### config.mk
export PLATFORM = sky130hd
export DESIGN_NAME = gpio_ctrl
export DESIGN_NICKNAME = d
export VERILOG_FILES = /design/src/rtl/gpio_ctrl_pkg.sv /design/src/rtl/gpio_ctrl_sync.sv /design/src/rtl/gpio_ctrl_pin_irq.sv /design/src/rtl/gpio_ctrl.sv
export SDC_FILE = /design/constraint.sdc
export NUM_CORES = 1
export LEC_CHECK = 0
export ABC_CLOCK_PERIOD_IN_PS = 2100
export CAP_MARGIN = 30
export CORE_ASPECT_RATIO = 0.9
export CORE_MARGIN = 10
export CORE_UTILIZATION = 30
export CTS_CLUSTER_SIZE = 25
export DETAILED_ROUTE_END_ITERATION = 8
export DONT_BUFFER_PORTS = 1
export PLACE_DENSITY = 0.46
export SYNTH_ARGS = -nofsm -noshare
export SYNTH_HDL_FRONTEND = slang
export SYNTH_SLANG_ARGS = --single-unit
### constraint.sdc
create_clock -name clk_i -period 2.1 [get_ports clk_i]
set_input_delay 0.21 -clock clk_i [delete_from_list [all_inputs] [get_ports clk_i]]
set_output_delay 0.21 -clock clk_i [all_outputs]
set_load 0.05 [all_outputs]
### src/rtl/gpio_ctrl_pkg.sv
package gpio_ctrl_pkg;
  localparam int unsigned AW = 12;
  localparam int unsigned DW = 32;
  localparam logic [AW-1:0] OFF_DIR   = 12'h400;
  localparam logic [AW-1:0] OFF_SENSE = 12'h404;
  localparam logic [AW-1:0] OFF_DUAL  = 12'h408;
  localparam logic [AW-1:0] OFF_POL   = 12'h40C;
  localparam logic [AW-1:0] OFF_IE    = 12'h410;
  localparam logic [AW-1:0] OFF_RAW   = 12'h414;
  localparam logic [AW-1:0] OFF_MSK   = 12'h418;
  localparam logic [AW-1:0] OFF_CLR   = 12'h41C;
endpackage

### src/rtl/gpio_ctrl_sync.sv
module gpio_ctrl_sync #(
  parameter int unsigned W = 8
) (
  input  logic         clk_i,
  input  logic         rst_ni,
  input  logic [W-1:0] d_i,
  output logic [W-1:0] q_o
);
  logic [W-1:0] meta_q, sync_q;

  always_ff @(posedge clk_i or negedge rst_ni) begin
    if (!rst_ni) begin
      meta_q <= '0;
      sync_q <= '0;
    end else begin
      meta_q <= d_i;
      sync_q <= meta_q;
    end
  end

  assign q_o = sync_q;
endmodule

### src/rtl/gpio_ctrl_pin_irq.sv
module gpio_ctrl_pin_irq (
  input  logic clk_i,
  input  logic rst_ni,
  input  logic s_i,
  input  logic level_i,
  input  logic dual_i,
  input  logic pol_i,
  input  logic clr_i,
  output logic raw_o
);
  logic prev_q, edge_q, rise, fall, hit;

  assign rise = s_i & ~prev_q;
  assign fall = ~s_i & prev_q;
  assign hit  = ~level_i & (dual_i ? (rise | fall) : (pol_i ? rise : fall));

  always_ff @(posedge clk_i or negedge rst_ni) begin
    if (!rst_ni) begin
      prev_q <= 1'b0;
      edge_q <= 1'b0;
    end else begin
      prev_q <= s_i;
      if (hit)        edge_q <= 1'b1;  // new edge beats a same-cycle clear
      else if (clr_i) edge_q <= 1'b0;
    end
  end

  assign raw_o = level_i ? (pol_i ? s_i : ~s_i) : edge_q;
endmodule

### src/rtl/gpio_ctrl.sv
module gpio_ctrl
  import gpio_ctrl_pkg::*;
#(
  parameter int unsigned NPIN = 8
) (
  input  logic            clk_i,
  input  logic            rst_ni,
  input  logic            bus_sel_i,
  input  logic            bus_wr_i,
  input  logic [AW-1:0]   bus_addr_i,
  input  logic [DW-1:0]   bus_wdata_i,
  output logic [DW-1:0]   bus_rdata_o,
  input  logic [NPIN-1:0] pin_in_i,
  output logic [NPIN-1:0] pin_out_o,
  output logic [NPIN-1:0] pin_oe_o,
  output logic            irq_o
);
  localparam int unsigned MASK_LO = 2;
  localparam int unsigned MASK_HI = NPIN + 1;
  localparam int unsigned WIN_LO  = NPIN + 2;

  logic [NPIN-1:0] dir_q, sense_q, dual_q, pol_q, ie_q, out_q;
  logic [NPIN-1:0] pin_s, raw, masked, clr, amask, wbits;
  logic            wr_en, data_hit;
  logic            unused_bits;

  assign unused_bits = ^{bus_wdata_i[DW-1:NPIN], bus_addr_i[MASK_LO-1:0]};

  assign wr_en    = bus_sel_i & bus_wr_i;
  assign amask    = bus_addr_i[MASK_HI:MASK_LO];
  assign data_hit = (bus_addr_i[AW-1:WIN_LO] == '0);
  assign wbits    = bus_wdata_i[NPIN-1:0];
  assign clr      = (wr_en && bus_addr_i == OFF_CLR) ? wbits : '0;

  always_ff @(posedge clk_i or negedge rst_ni) begin
    if (!rst_ni) begin
      dir_q   <= '0;
      sense_q <= '0;
      dual_q  <= '0;
      pol_q   <= '0;
      ie_q    <= '0;
      out_q   <= '0;
    end else if (wr_en) begin
      if (data_hit) begin
        // only masked bits of pins currently driven as outputs
        out_q <= (out_q & ~(amask & dir_q)) | (wbits & amask & dir_q);
      end else begin
        unique case (bus_addr_i)
          OFF_DIR:   dir_q   <= wbits;
          OFF_SENSE: sense_q <= wbits;
          OFF_DUAL:  dual_q  <= wbits;
          OFF_POL:   pol_q   <= wbits;
          OFF_IE:    ie_q    <= wbits;
          default:   ;
        endcase
      end
    end
  end

  gpio_ctrl_sync #(.W(NPIN)) u_sync (
    .clk_i  (clk_i),
    .rst_ni (rst_ni),
    .d_i    (pin_in_i),
    .q_o    (pin_s)
  );

  for (genvar i = 0; i < NPIN; i++) begin : g_pin
    gpio_ctrl_pin_irq u_det (
      .clk_i   (clk_i),
      .rst_ni  (rst_ni),
      .s_i     (pin_s[i]),
      .level_i (sense_q[i]),
      .dual_i  (dual_q[i]),
      .pol_i   (pol_q[i]),
      .clr_i   (clr[i]),
      .raw_o   (raw[i])
    );
  end

  assign masked = raw & ie_q;

  always_comb begin
    bus_rdata_o = '0;
    if (bus_sel_i && !bus_wr_i) begin
      if (data_hit) begin
        bus_rdata_o[NPIN-1:0] = amask & ((dir_q & out_q) | (~dir_q & pin_s));
      end else begin
        unique case (bus_addr_i)
          OFF_DIR:   bus_rdata_o[NPIN-1:0] = dir_q;
          OFF_SENSE: bus_rdata_o[NPIN-1:0] = sense_q;
          OFF_DUAL:  bus_rdata_o[NPIN-1:0] = dual_q;
          OFF_POL:   bus_rdata_o[NPIN-1:0] = pol_q;
          OFF_IE:    bus_rdata_o[NPIN-1:0] = ie_q;
          OFF_RAW:   bus_rdata_o[NPIN-1:0] = raw;
          OFF_MSK:   bus_rdata_o[NPIN-1:0] = masked;
          default:   ;
        endcase
      end
    end
  end

  assign pin_out_o = out_q;
  assign pin_oe_o  = dir_q;
  assign irq_o     = |masked;
endmodule

==> results.sh, run 1 <==
export IMPL_drv_slew=0
export IMPL_worst_slew_pin_slew_ps=529.7
export IMPL_grt_max_degree=81
export IMPL_synthXorXnorAreaFrac=0.01584
export IMPL_grt_ovfl_total=0
export IMPL_fin_area_mm2=0.005813
export IMPL_synth_edf_count=0
export IMPL_globalRouteTotalUtil=0.1369
export IMPL_drt_iter0_markers=213
export IMPL_whs_endpoint="pin_out_o[0]"
export IMPL_ir_worst_vdd_mv=0.3746
export IMPL_cp_arrival_ps=2030
export IMPL_min_path_cells=1
export IMPL_grt_pass1_vias=3541
export IMPL_cts_root_buf="clkbuf_16"
export IMPL_yosysWarnings=0
export IMPL_synth_compound_area_frac=0.1253
export IMPL_antenna_cells=0
export IMPL_gp_congestion=0.8567
export IMPL_grt_use_met2=0.2095
export IMPL_synth_top_family_by_area="multiplexers"
export IMPL_area_sequential_mm2=0.002004
export IMPL_ys_ff_latch=80
export IMPL_muxShareOfSynthArea=0.1584
export IMPL_top_usage_layer="met2"
export IMPL_p_leak_nw=2.653
export IMPL_drc_errors=0
export IMPL_nets=570
export IMPL_max_slew_margin_rel=0.6469
export IMPL_final_hold_violation_count=0
export IMPL_cts_sinks=80
export IMPL_areaGrowthSynthToFinish_pct=31.39
export IMPL_startpoint_type="flop"
export IMPL_use_met3=0.04876
export IMPL_worstSetupPathType="flop to primary output"
export IMPL_ys_flop_type="dfrtp_1"
export IMPL_firstDrtPassIters=4
export IMPL_yosysUniqueCellTypes=52
export IMPL_dpl_instance_area_mm2=0.005012
export IMPL_cts_made_buffers=9
export IMPL_reg2reg_to="g_pin[5].u_det.edge_q"
export IMPL_wirelength_mm=13.15
export IMPL_min_period_ps=2241
export IMPL_die_w_um=148.0
export IMPL_async_flop_share=1.000
export IMPL_drt_antenna_violating_nets=0
export IMPL_hp_class="input pin to flop"
export IMPL_p_total_mw=3.801
export IMPL_gr_usage_met1=0.1697
export IMPL_drive_gt1_frac=0.3161
export IMPL_core_mm2=0.01461
export IMPL_synth_fa_ha_area_frac=0.04525
export IMPL_die_area_mm2=0.02001
export IMPL_io_buffers=0
export IMPL_powerDensity_mw_per_mm2=653.8
export IMPL_rr_worst_depth=6
export IMPL_fmax_ghz=0.4461
export IMPL_row_count=42
export IMPL_finalSetupViolations=5
export IMPL_critPathRequiredTime_ps=1890
export IMPL_clock_latency_ps=350
export IMPL_initial_core_util=0.3028
export IMPL_final_cell_mix="dfrtp_1 (78), buf_4 (53), nand2_1 (43)"
export IMPL_cts_tree="built"
export IMPL_grt_pass1_wl_mm=20.84
export IMPL_die_height_um=135.2
export IMPL_violations="setup timing"
export IMPL_hpwl_mm=9.357
export IMPL_reg2reg_from="u_sync.q_o[5]"
export IMPL_cts_buffer_depth=2
export IMPL_layout_commonest_cell="dfrtp_1"
export IMPL_rsz0062_at_grt="yes"
export IMPL_cp_max_fo=4
export IMPL_via_per_inst=4.817
export IMPL_vias=3377
export IMPL_syn_cell_area_mm2=0.004424
export IMPL_fill_cells=1440
export IMPL_maxCapViolations=0
export IMPL_crit_path_end_kind="primary output"
export IMPL_rrSetupSlack_ps=730
export IMPL_min_period_over_period=1.067
export IMPL_clk_pin_slew_ps=60
export IMPL_synth_area_per_cell_um2=10.61
export IMPL_worst_slack_ps=-141.4
export IMPL_multiInputGateArea_mm2=0.002310
export IMPL_syn_instance_count=417
export IMPL_skew_ps=4.914
export IMPL_outcome="finished, violations left"
export IMPL_hp_start="bus_wdata_i[0]"
export IMPL_ios=105
export IMPL_synthSimpleGateAreaFrac=0.1222
export IMPL_ys_seq_area_frac=0.4525
export IMPL_wire_per_inst_um=18.75
export IMPL_htree_levels=3
export IMPL_antenna_found_initial=0
## synth_stat cells, types with 2 or more instances
cell type | number | area, um2
dfrtp_1 | 80 | 2002
nand2_1 | 44 | 165.2
o21ai_0 | 32 | 160.2
mux2_2 | 28 | 315.3
inv_1 | 27 | 101.4
buf_4 | 25 | 187.7
o21ai_1 | 23 | 115.1
ha_1 | 16 | 200.2
mux2_4 | 15 | 225.2
a21oi_1 | 14 | 70.07
nand3_1 | 14 | 70.07
nor2_1 | 9 | 33.78
mux2_1 | 8 | 90.09
xnor2_1 | 8 | 70.07
clkbuf_1 | 7 | 26.28
mux2i_1 | 7 | 70.07
a222oi_1 | 4 | 40.04
a211o_1 | 3 | 26.28
a32o_1 | 3 | 30.03
buf_2 | 3 | 15.01
nand3_2 | 3 | 30.03
nand3b_1 | 3 | 22.52
nor2b_1 | 3 | 18.77
a221oi_1 | 2 | 17.52
a22oi_1 | 2 | 15.01
a311oi_1 | 2 | 17.52
a31oi_1 | 2 | 12.51
buf_6 | 2 | 22.52
nand2b_1 | 2 | 12.51
nor3_1 | 2 | 10.01
nor3b_1 | 2 | 15.01
o22ai_1 | 2 | 12.51
## flip-flops by register name (all words and copies together) (netlist names)
register            count
dual_q                  8
g_pin.u_det.edge_q      8
g_pin.u_det.prev_q      8
ie_q                    8
pin_oe_o                8
pin_out_o               8
pol_q                   8
sense_q                 8
u_sync.meta_q           8
u_sync.q_o              8
## logic make-up (layout without fill, tap and decap cells)
group,count (synthesis),in the layout
buf+inv,64,127
xor+xnor,8,8
flops,80,80
mux,58,58
compound gates,93,93
simple gates,97,97
fa+ha+maj,16,16
other cells,1,24
## worst max-delay path, stage by stage, from the launching register on
cell and delay [ps]:
dfrtp_1 420, xnor2_1 150, mux2_4 280, a32o_1 260, a222oi_1 220, o21ai_1 160
buf_6 180
## area by class of cell
cell class / count / area share
Tap cell: 198 / 0.04262
Clock inverter: 5 / 0.01765
Multi-Input combinational cell: 296 / 0.3973
Sequential cell: 80 / 0.3448
Clock buffer: 11 / 0.04348
Timing Repair Buffer: 84 / 0.1367
Inverter: 27 / 0.01743
## stage by stage
stage	setup TNS, ps	instances	setup slack [ps]	util	hold slack, ps
floorplan	-1074	440	-221.6	-	-85.59
global placement	-189.5	652	-75.19	0.3431	-80.23
detailed placement	-249.7	652	-83.77	0.3431	-79.90
CTS	-628.9	698	-151.5	0.3917	0.3479
global route	-1050	701	-242.3	0.3979	3.218
finish	-441.4	701	-141.4	0.3979	10.37
## routing by layer
metal  routed length (um)  up-vias  share of wire
met5                    0        -              0
met2                 5964       88           0.45
li1                     -     1598              -
met1                 5873     1667           0.45
met3                  967       24          0.074
met4                  341        0          0.026
## where the power goes
part / switching (mW) / internal, mW / leakage [nW] / total (mW)
logic: 0.242 / 0.111 / 1.47 / 0.352
registers: 0.0179 / 1.57 / 1.01 / 1.59
clock network: 0.640 / 1.22 / 0.172 / 1.86
total: 0.900 / 2.90 / 2.65 / 3.80
## timing repair
action                                 in CTS  in global routing
setup buffers                              12                  3
pin swaps                                  19                 14
endpoints found under the hold margin     119                  0
hold buffers                               18                  0
cloned                                      0                  0
resized for setup                          19                 15
setup endpoints to repair                   8                  9
## worst max path at each step
stage | start | to | slack, ps | cells after the start
after detailed placement | bus_addr_i[6] | bus_rdata_o[1] | -80 | 7
final | pol_q[3] | bus_rdata_o[3] | -140 | 6
after global placement | bus_addr_i[6] | bus_rdata_o[1] | -80 | 7
after CTS | pol_q[1] | bus_rdata_o[1] | -150 | 6
after floorplan | bus_addr_i[6] | bus_rdata_o[0] | -220 | 5
after global routing | pol_q[3] | bus_rdata_o[3] | -240 | 6
Power figures use the tool's default switching activity.
==> run 2: changes to the inputs <==
--- a/config.mk
+++ b/config.mk
@@ -6,14 +6,13 @@
 export NUM_CORES = 1
 export LEC_CHECK = 0
 export ABC_CLOCK_PERIOD_IN_PS = 2100
-export CAP_MARGIN = 30
 export CORE_ASPECT_RATIO = 0.9
 export CORE_MARGIN = 10
-export CORE_UTILIZATION = 30
+export CORE_UTILIZATION = 60
 export CTS_CLUSTER_SIZE = 25
 export DETAILED_ROUTE_END_ITERATION = 8
 export DONT_BUFFER_PORTS = 1
-export PLACE_DENSITY = 0.46
+export PLACE_DENSITY = 0.78
 export SYNTH_ARGS = -nofsm -noshare
 export SYNTH_HDL_FRONTEND = slang
 export SYNTH_SLANG_ARGS = --single-unit
==> run 2 against run 1 <==
  * The run still ends with setup timing left
  * Flip-flop and latch count is the same
  * Worst hold slack worse by 4.3 ps
  * Final area down 6.6%
  * Global-route usage rose by 6.9 points
  * Critical endpoint is now bus_rdata_o[7]
  * First-iteration DRC count grew 56%
  * Sequential power about the same
  * Die area fell by 44%
  * Combinational power is essentially flat
  * Setup slack hardly changed
  * Routed wire length down 11%
  * Core utilization grew 37 points
  * Sequential share of layout area is 2.4 points higher
==> results.sh, run 2 (same netlist as run 1, synthesis figures left out) <==
export IMPL_outcome="finished, violations left"
export IMPL_violations="setup timing"
export IMPL_drive_gt1_frac=0.2944
export IMPL_slowest_stage="dfrtp_1"
export IMPL_worstSetupPathType="flop to primary output"
export IMPL_cts_made_buffers=9
export IMPL_critPathMaxStageDelay_ps=420
export IMPL_ios=105
export IMPL_hp_class="input pin to flop"
export IMPL_core_mm2=0.007112
export IMPL_firstDrtPassIters=5
export IMPL_startpoint_type="flop"
export IMPL_cts_tree="built"
export IMPL_cp_arrival_ps=2030
export IMPL_stdcell_count=589
export IMPL_p_switching_mw=0.8098
export IMPL_grt_max_degree=81
export IMPL_powerDensity_mw_per_mm2=579.3
export IMPL_initial_core_util=0.6221
export IMPL_sw_frac_of_total=0.2575
export IMPL_layout_commonest_cell="dfrtp_1"
export IMPL_grt_pass1_vias=3509
export IMPL_fin_area_mm2=0.005429
export IMPL_cts_buffer_depth=2
export IMPL_gp_congestion=0.9537
export IMPL_clk_pin_slew_ps=80
export IMPL_hpwl_mm=8.037
export IMPL_htree_levels=3
export IMPL_p_leak_nw=2.515
export IMPL_ir_worst_vdd_mv=0.4521
export IMPL_min_period_over_period=1.067
export IMPL_worst_slew_pin_slew_ps=517.9
export IMPL_via_per_inst=5.917
export IMPL_row_count=29
export IMPL_crit_path_end_kind="primary output"
export IMPL_die_w_um=110.5
export IMPL_die_area_mm2=0.01121
export IMPL_final_hold_violation_count=0
export IMPL_highest_layer="met4"
export IMPL_critPathRequiredTime_ps=1890
export IMPL_cts_root_buf="clkbuf_8"
export IMPL_die_height_um=101.5
export IMPL_min_period_ps=2242
export IMPL_final_cell_mix="dfrtp_1 (78), buf_4 (50), nand2_1 (43)"
export IMPL_areaGrowthSynthToFinish_pct=22.71
export IMPL_max_slew_margin_rel=0.6547
export IMPL_rsz0062_at_grt="yes"
export IMPL_drv_slew=0
export IMPL_io_buffers=0
export IMPL_drt_met1_wl_mm=4.657
export IMPL_finish_utilization=0.7634
export IMPL_seqPwrFrac=0.503
export IMPL_skew_ps=8.532
export IMPL_place_inst=538
export IMPL_worst_slack_ps=-141.7
export IMPL_dr_wl_met3_mm=1.052
export IMPL_wirelength_mm=11.68
export IMPL_globalRouteTotalUtil=0.2059
export IMPL_place_ws_ps=-10.41
export IMPL_finalSetupViolations=4
export IMPL_antenna_found_initial=0
export IMPL_pwr_share_comb=0.112
export IMPL_cellInternalPower_mw=2.335
export IMPL_p_total_mw=3.145
export IMPL_drt_antenna_violating_nets=0
export IMPL_fmax_ghz=0.4461
export IMPL_vias=3485
export IMPL_wl_met2_mm=5.750
export IMPL_clock_latency_ps=360
export IMPL_nets=564
export IMPL_antenna_cells=0
export IMPL_crit_chain="xnor2_1 > mux2_4 > a32o_1 > a222oi_1 > o21ai_1 > buf_6"
export IMPL_grt_ovfl_total=0
export IMPL_cp_max_fo=2
export IMPL_dpl_instance_area_mm2=0.004801
export IMPL_drc_errors=0
export IMPL_drt_iter0_markers=332
export IMPL_wire_per_inst_um=19.84
export IMPL_cts_sinks=80
export IMPL_maxCapViolations=0
export IMPL_share_clk_of_total_power=0.385
export IMPL_grt_pass1_wl_mm=18.67
[run 2: cell count changes in the layout (fill, tap and decap cells not counted), moves of 2 or more]
| cell | previous run | this run |
|---|---|---|
| xnor2_1 | 5 | 7 |
| clkbuf_16 | 9 | 0 |
| clkbuf_8 | 2 | 9 |
| buf_4 | 53 | 50 |
| buf_6 | 7 | 5 |
| xnor2_2 | 3 | 1 |
[run 2: power groups by stage]
stage                     logic (mW)  registers [mW]  clock network [mW]
after floorplan                0.253            1.61                   0
after global placement         0.251            1.61                   0
after detailed placement       0.257            1.61                   0
after CTS                      0.346            1.58                1.23
after global routing           0.381            1.58                1.29
final                          0.353            1.58                1.21
[run 2: through the flow]
step	setup TNS (ps)	hold WS, ps
2_1_floorplan	-1074	-85.59
3_3_place_gp	-14.91	-82.02
3_5_place_dp	-11.14	-82.42
4_1_cts	-372.2	3.117
5_1_grt	-771.1	3.140
6_report	-409.8	6.115
[run 2: timing repair]
| action | 4_1_cts | 5_1_grt |
|---|---|---|
| setup endpoints to repair | 8 | 9 |
| buffers inserted | 16 | 2 |
| pin swaps | 9 | 17 |
| resized for setup | 13 | 12 |
| hold endpoints to repair | 117 | 0 |
| hold buffers | 18 | 0 |
[run 2: final cells by class]
type | count | area, um2
clock inverter | 6 | 85.08
inverter | 27 | 101.3
sequential | 80 | 2004
fill | 489 | 1683
clock buffer | 9 | 123.9
multi-input combinational | 296 | 2268
timing repair buffer | 78 | 729.5
tap | 93 | 116.4
[run 2: metal layers]
layer / GRT usage / vias to the layer above
li1: - / 1572
met1: 0.2532 / 1694
met2: 0.3465 / 187
met3: 0.05851 / 32
met4: 0.06300 / 0
met5: 0 / -
[run 2: worst paths after layout]
| kind | startpoint | endpoint | depth (start not counted) | slack (ps) |
|---|---|---|---|---|
| worst max-delay path | u_sync.q_o[7] | bus_rdata_o[7] | 6 | -140 |
| worst min-delay path | bus_wdata_i[1] | pin_out_o[1] | 1 | 6 |
| worst max register to register | u_sync.q_o[3] | g_pin[3].u_det.edge_q | 6 | 610 |
| worst min register to register | u_sync.meta_q[3] | u_sync.q_o[3] | 0 | 350 |
| max in group asynchronous | rst_ni | pin_out_o[6] | 2 | 1350 |
| min in group asynchronous | rst_ni | g_pin[3].u_det.prev_q | 2 | 400 |
[run 2: critical path, delay by kind of cell, from the launching register on]
kind / cells / cell delay, ps
mux: 1 / 270
buf+inv: 1 / 170
compound gates: 3 / 660
xor+xnor: 1 / 140
flops: 1 / 420
==> run 3: changes to the inputs <==
==> constraint.sdc (replaced) <==
create_clock -name clk_i -period 2.1 [get_ports clk_i]
set_input_delay 0.42 -clock clk_i [delete_from_list [all_inputs] [get_ports clk_i]]
set_output_delay 0.42 -clock clk_i [all_outputs]
set_load 0.05 [all_outputs]
==> run 3 against run 2 <==
  * The run ends with hold timing, setup timing left
  * Final area up 1.6%
  * Via count up 1.8%
  * Global-route usage down 0.15 points
  * Setup slack worse by 310 ps
  * Non-clock buffer count unchanged
  * Count of clock-buffer cells in the layout up 1
  * Core utilization up 1.2 points
  * Register-to-register slack better by 90 ps
  * Clock power down 7%
  * Critical path depth up 1
  * Flip-flop and latch count unchanged
  * Critical path type unchanged
==> results.sh, run 3 (same netlist as run 1, synthesis figures left out) <==
export IMPL_cp_num_buf_inv=2
export IMPL_cts_tree="built"
export IMPL_finalSetupViolations=9
export IMPL_fmax_ghz=0.3923
export IMPL_startpoint_type="flop"
export IMPL_slowest_stage="dfrtp_1"
export IMPL_drv_slew=0
export IMPL_grt_pass1_vias=3598
export IMPL_clock_latency_ps=360
export IMPL_fin_area_mm2=0.005514
export IMPL_antenna_found_initial=0
export IMPL_grt_max_degree=81
export IMPL_areaGrowthSynthToFinish_pct=24.63
export IMPL_rsz0062_at_grt="yes"
export IMPL_skew_ps=6.805
export IMPL_core_mm2=0.007112
export IMPL_maxCapViolations=0
export IMPL_min_period_over_period=1.214
export IMPL_sw_frac_of_total=0.2666
export IMPL_place_inst=565
export IMPL_crit_path_end_kind="primary output"
export IMPL_drt_iter0_markers=246
export IMPL_globalRouteTotalUtil=0.2045
export IMPL_cts_sinks=80
export IMPL_stdcell_count=590
export IMPL_cts_root_buf="clkbuf_8"
export IMPL_p_switching_mw=0.8047
export IMPL_p_leak_nw=2.540
export IMPL_cellInternalPower_mw=2.214
export IMPL_rrSetupSlack_ps=700
export IMPL_grt_pass1_wl_mm=18.44
export IMPL_drt_antenna_violating_nets=0
export IMPL_die_height_um=101.5
export IMPL_gp_congestion=0.8992
export IMPL_powerDensity_mw_per_mm2=547.4
export IMPL_hp_class="input pin to async pin"
export IMPL_finish_utilization=0.7753
export IMPL_cts_buffer_depth=2
export IMPL_row_count=29
export IMPL_cts_made_buffers=9
export IMPL_cp_arrival_ps=2130
export IMPL_final_hold_violation_count=80
export IMPL_violations="hold timing, setup timing"
export IMPL_dpl_instance_area_mm2=0.005147
export IMPL_cp_max_fo=2
export IMPL_layout_commonest_cell="dfrtp_1"
export IMPL_reg2reg_to="g_pin[1].u_det.edge_q"
export IMPL_critPathRequiredTime_ps=1680
export IMPL_worst_slack_ps=-449.3
export IMPL_hpwl_mm=8.627
export IMPL_firstDrtPassIters=6
export IMPL_cp_top_family="compound AO/OA/AOI/OAI gates"
export IMPL_worstSetupPathType="flop to primary output"
export IMPL_place_ws_ps=-442.2
export IMPL_nets=564
export IMPL_min_period_ps=2549
export IMPL_fill_cells=463
export IMPL_wirelength_mm=11.93
export IMPL_drc_errors=0
export IMPL_ios=105
export IMPL_vias=3546
export IMPL_io_buffers=0
export IMPL_rr_worst_depth=6
export IMPL_crit_chain="xnor2_1 > mux2_4 > a32o_1 > a222oi_1 > buf_4 > o21ai_4 > buf_12"
export IMPL_critPathMaxStageDelay_ps=410
export IMPL_ir_worst_vdd_mv=0.5357
export IMPL_holdWs_ps=-260.3
export IMPL_final_cell_mix="dfrtp_1 (79), buf_4 (63), nand2_1 (42)"
export IMPL_die_area_mm2=0.01121
export IMPL_share_clk_of_total_power=0.375
export IMPL_seqPwrFrac=0.524
export IMPL_htree_levels=3
export IMPL_die_w_um=110.5
export IMPL_initial_core_util=0.6221
export IMPL_grt_ovfl_total=0
export IMPL_drive_gt1_frac=0.3421
export IMPL_reg2reg_from="u_sync.q_o[1]"
export IMPL_wire_per_inst_um=20.22
export IMPL_antenna_cells=0
export IMPL_p_total_mw=3.019
export IMPL_outcome="finished, violations left"
export IMPL_pwr_share_comb=0.101
export IMPL_clk_pin_slew_ps=90
export IMPL_via_per_inst=6.010
==> run 3: layout make-up <==
class                      instances  area [um2]  share of cell area
clock buffer                      10       127.6             0.02314
clock inverter                     6       70.07             0.01271
inverter                          27       101.3             0.01838
multi-input combinational        296        2366              0.4291
sequential                        80        2003              0.3633
tap                               93       116.4             0.02110
timing repair buffer              78       729.5              0.1323
==> run 3: worst max-delay path by stage <==
stage | from | endpoint | cells after the start
after floorplan | bus_addr_i[6] | bus_rdata_o[2] | 4
after global placement | bus_addr_i[6] | bus_rdata_o[1] | 7
after detailed placement | bus_addr_i[6] | bus_rdata_o[7] | 7
after CTS | bus_addr_i[0] | bus_rdata_o[3] | 7
after global routing | u_sync.q_o[7] | bus_rdata_o[7] | 7
final | u_sync.q_o[7] | bus_rdata_o[7] | 7
==> run 3: worst reg2reg max path: cells and delay by family (launching register included) <==
family	cells	cell delay (ps)
flops	1	380
compound gates	2	300
mux	1	250
buf+inv	2	180
fa+ha+maj	1	170
==> run 3: through the flow <==
stage               TNS, ps  hold slack, ps
floorplan             -2810           124.4
global placement      -8320           128.0
detailed placement    -8981           127.5
CTS                   -3152          -263.8
global route          -3584          -275.7
finish                -3222          -260.3
==> run 3: routing by layer <==
metal	share of wire	vias up	wire, um	track usage
li1	-	1590	-	-
met1	0.38	1761	4574	0.2296
met2	0.50	160	5964	0.3524
met3	0.090	35	1069	0.07506
met4	0.027	0	322	0.07600
met5	0	-	0	0
==> run 3: power groups by stage <==
stage	Sequential (mW)	Clock, mW	Combinational (mW)
global placement	1.61	0	0.276
CTS	1.58	1.14	0.299
floorplan	1.61	0	0.259
detailed placement	1.61	0	0.283
global route	1.58	1.21	0.324
finish	1.58	1.13	0.305
==> run 3: repair_timing <==
action,in CTS,in global routing
buffers inserted,6,3
endpoints found under the setup margin,9,9
hold endpoints to repair,80,80
pin swaps,12,14
gates resized for setup,16,6
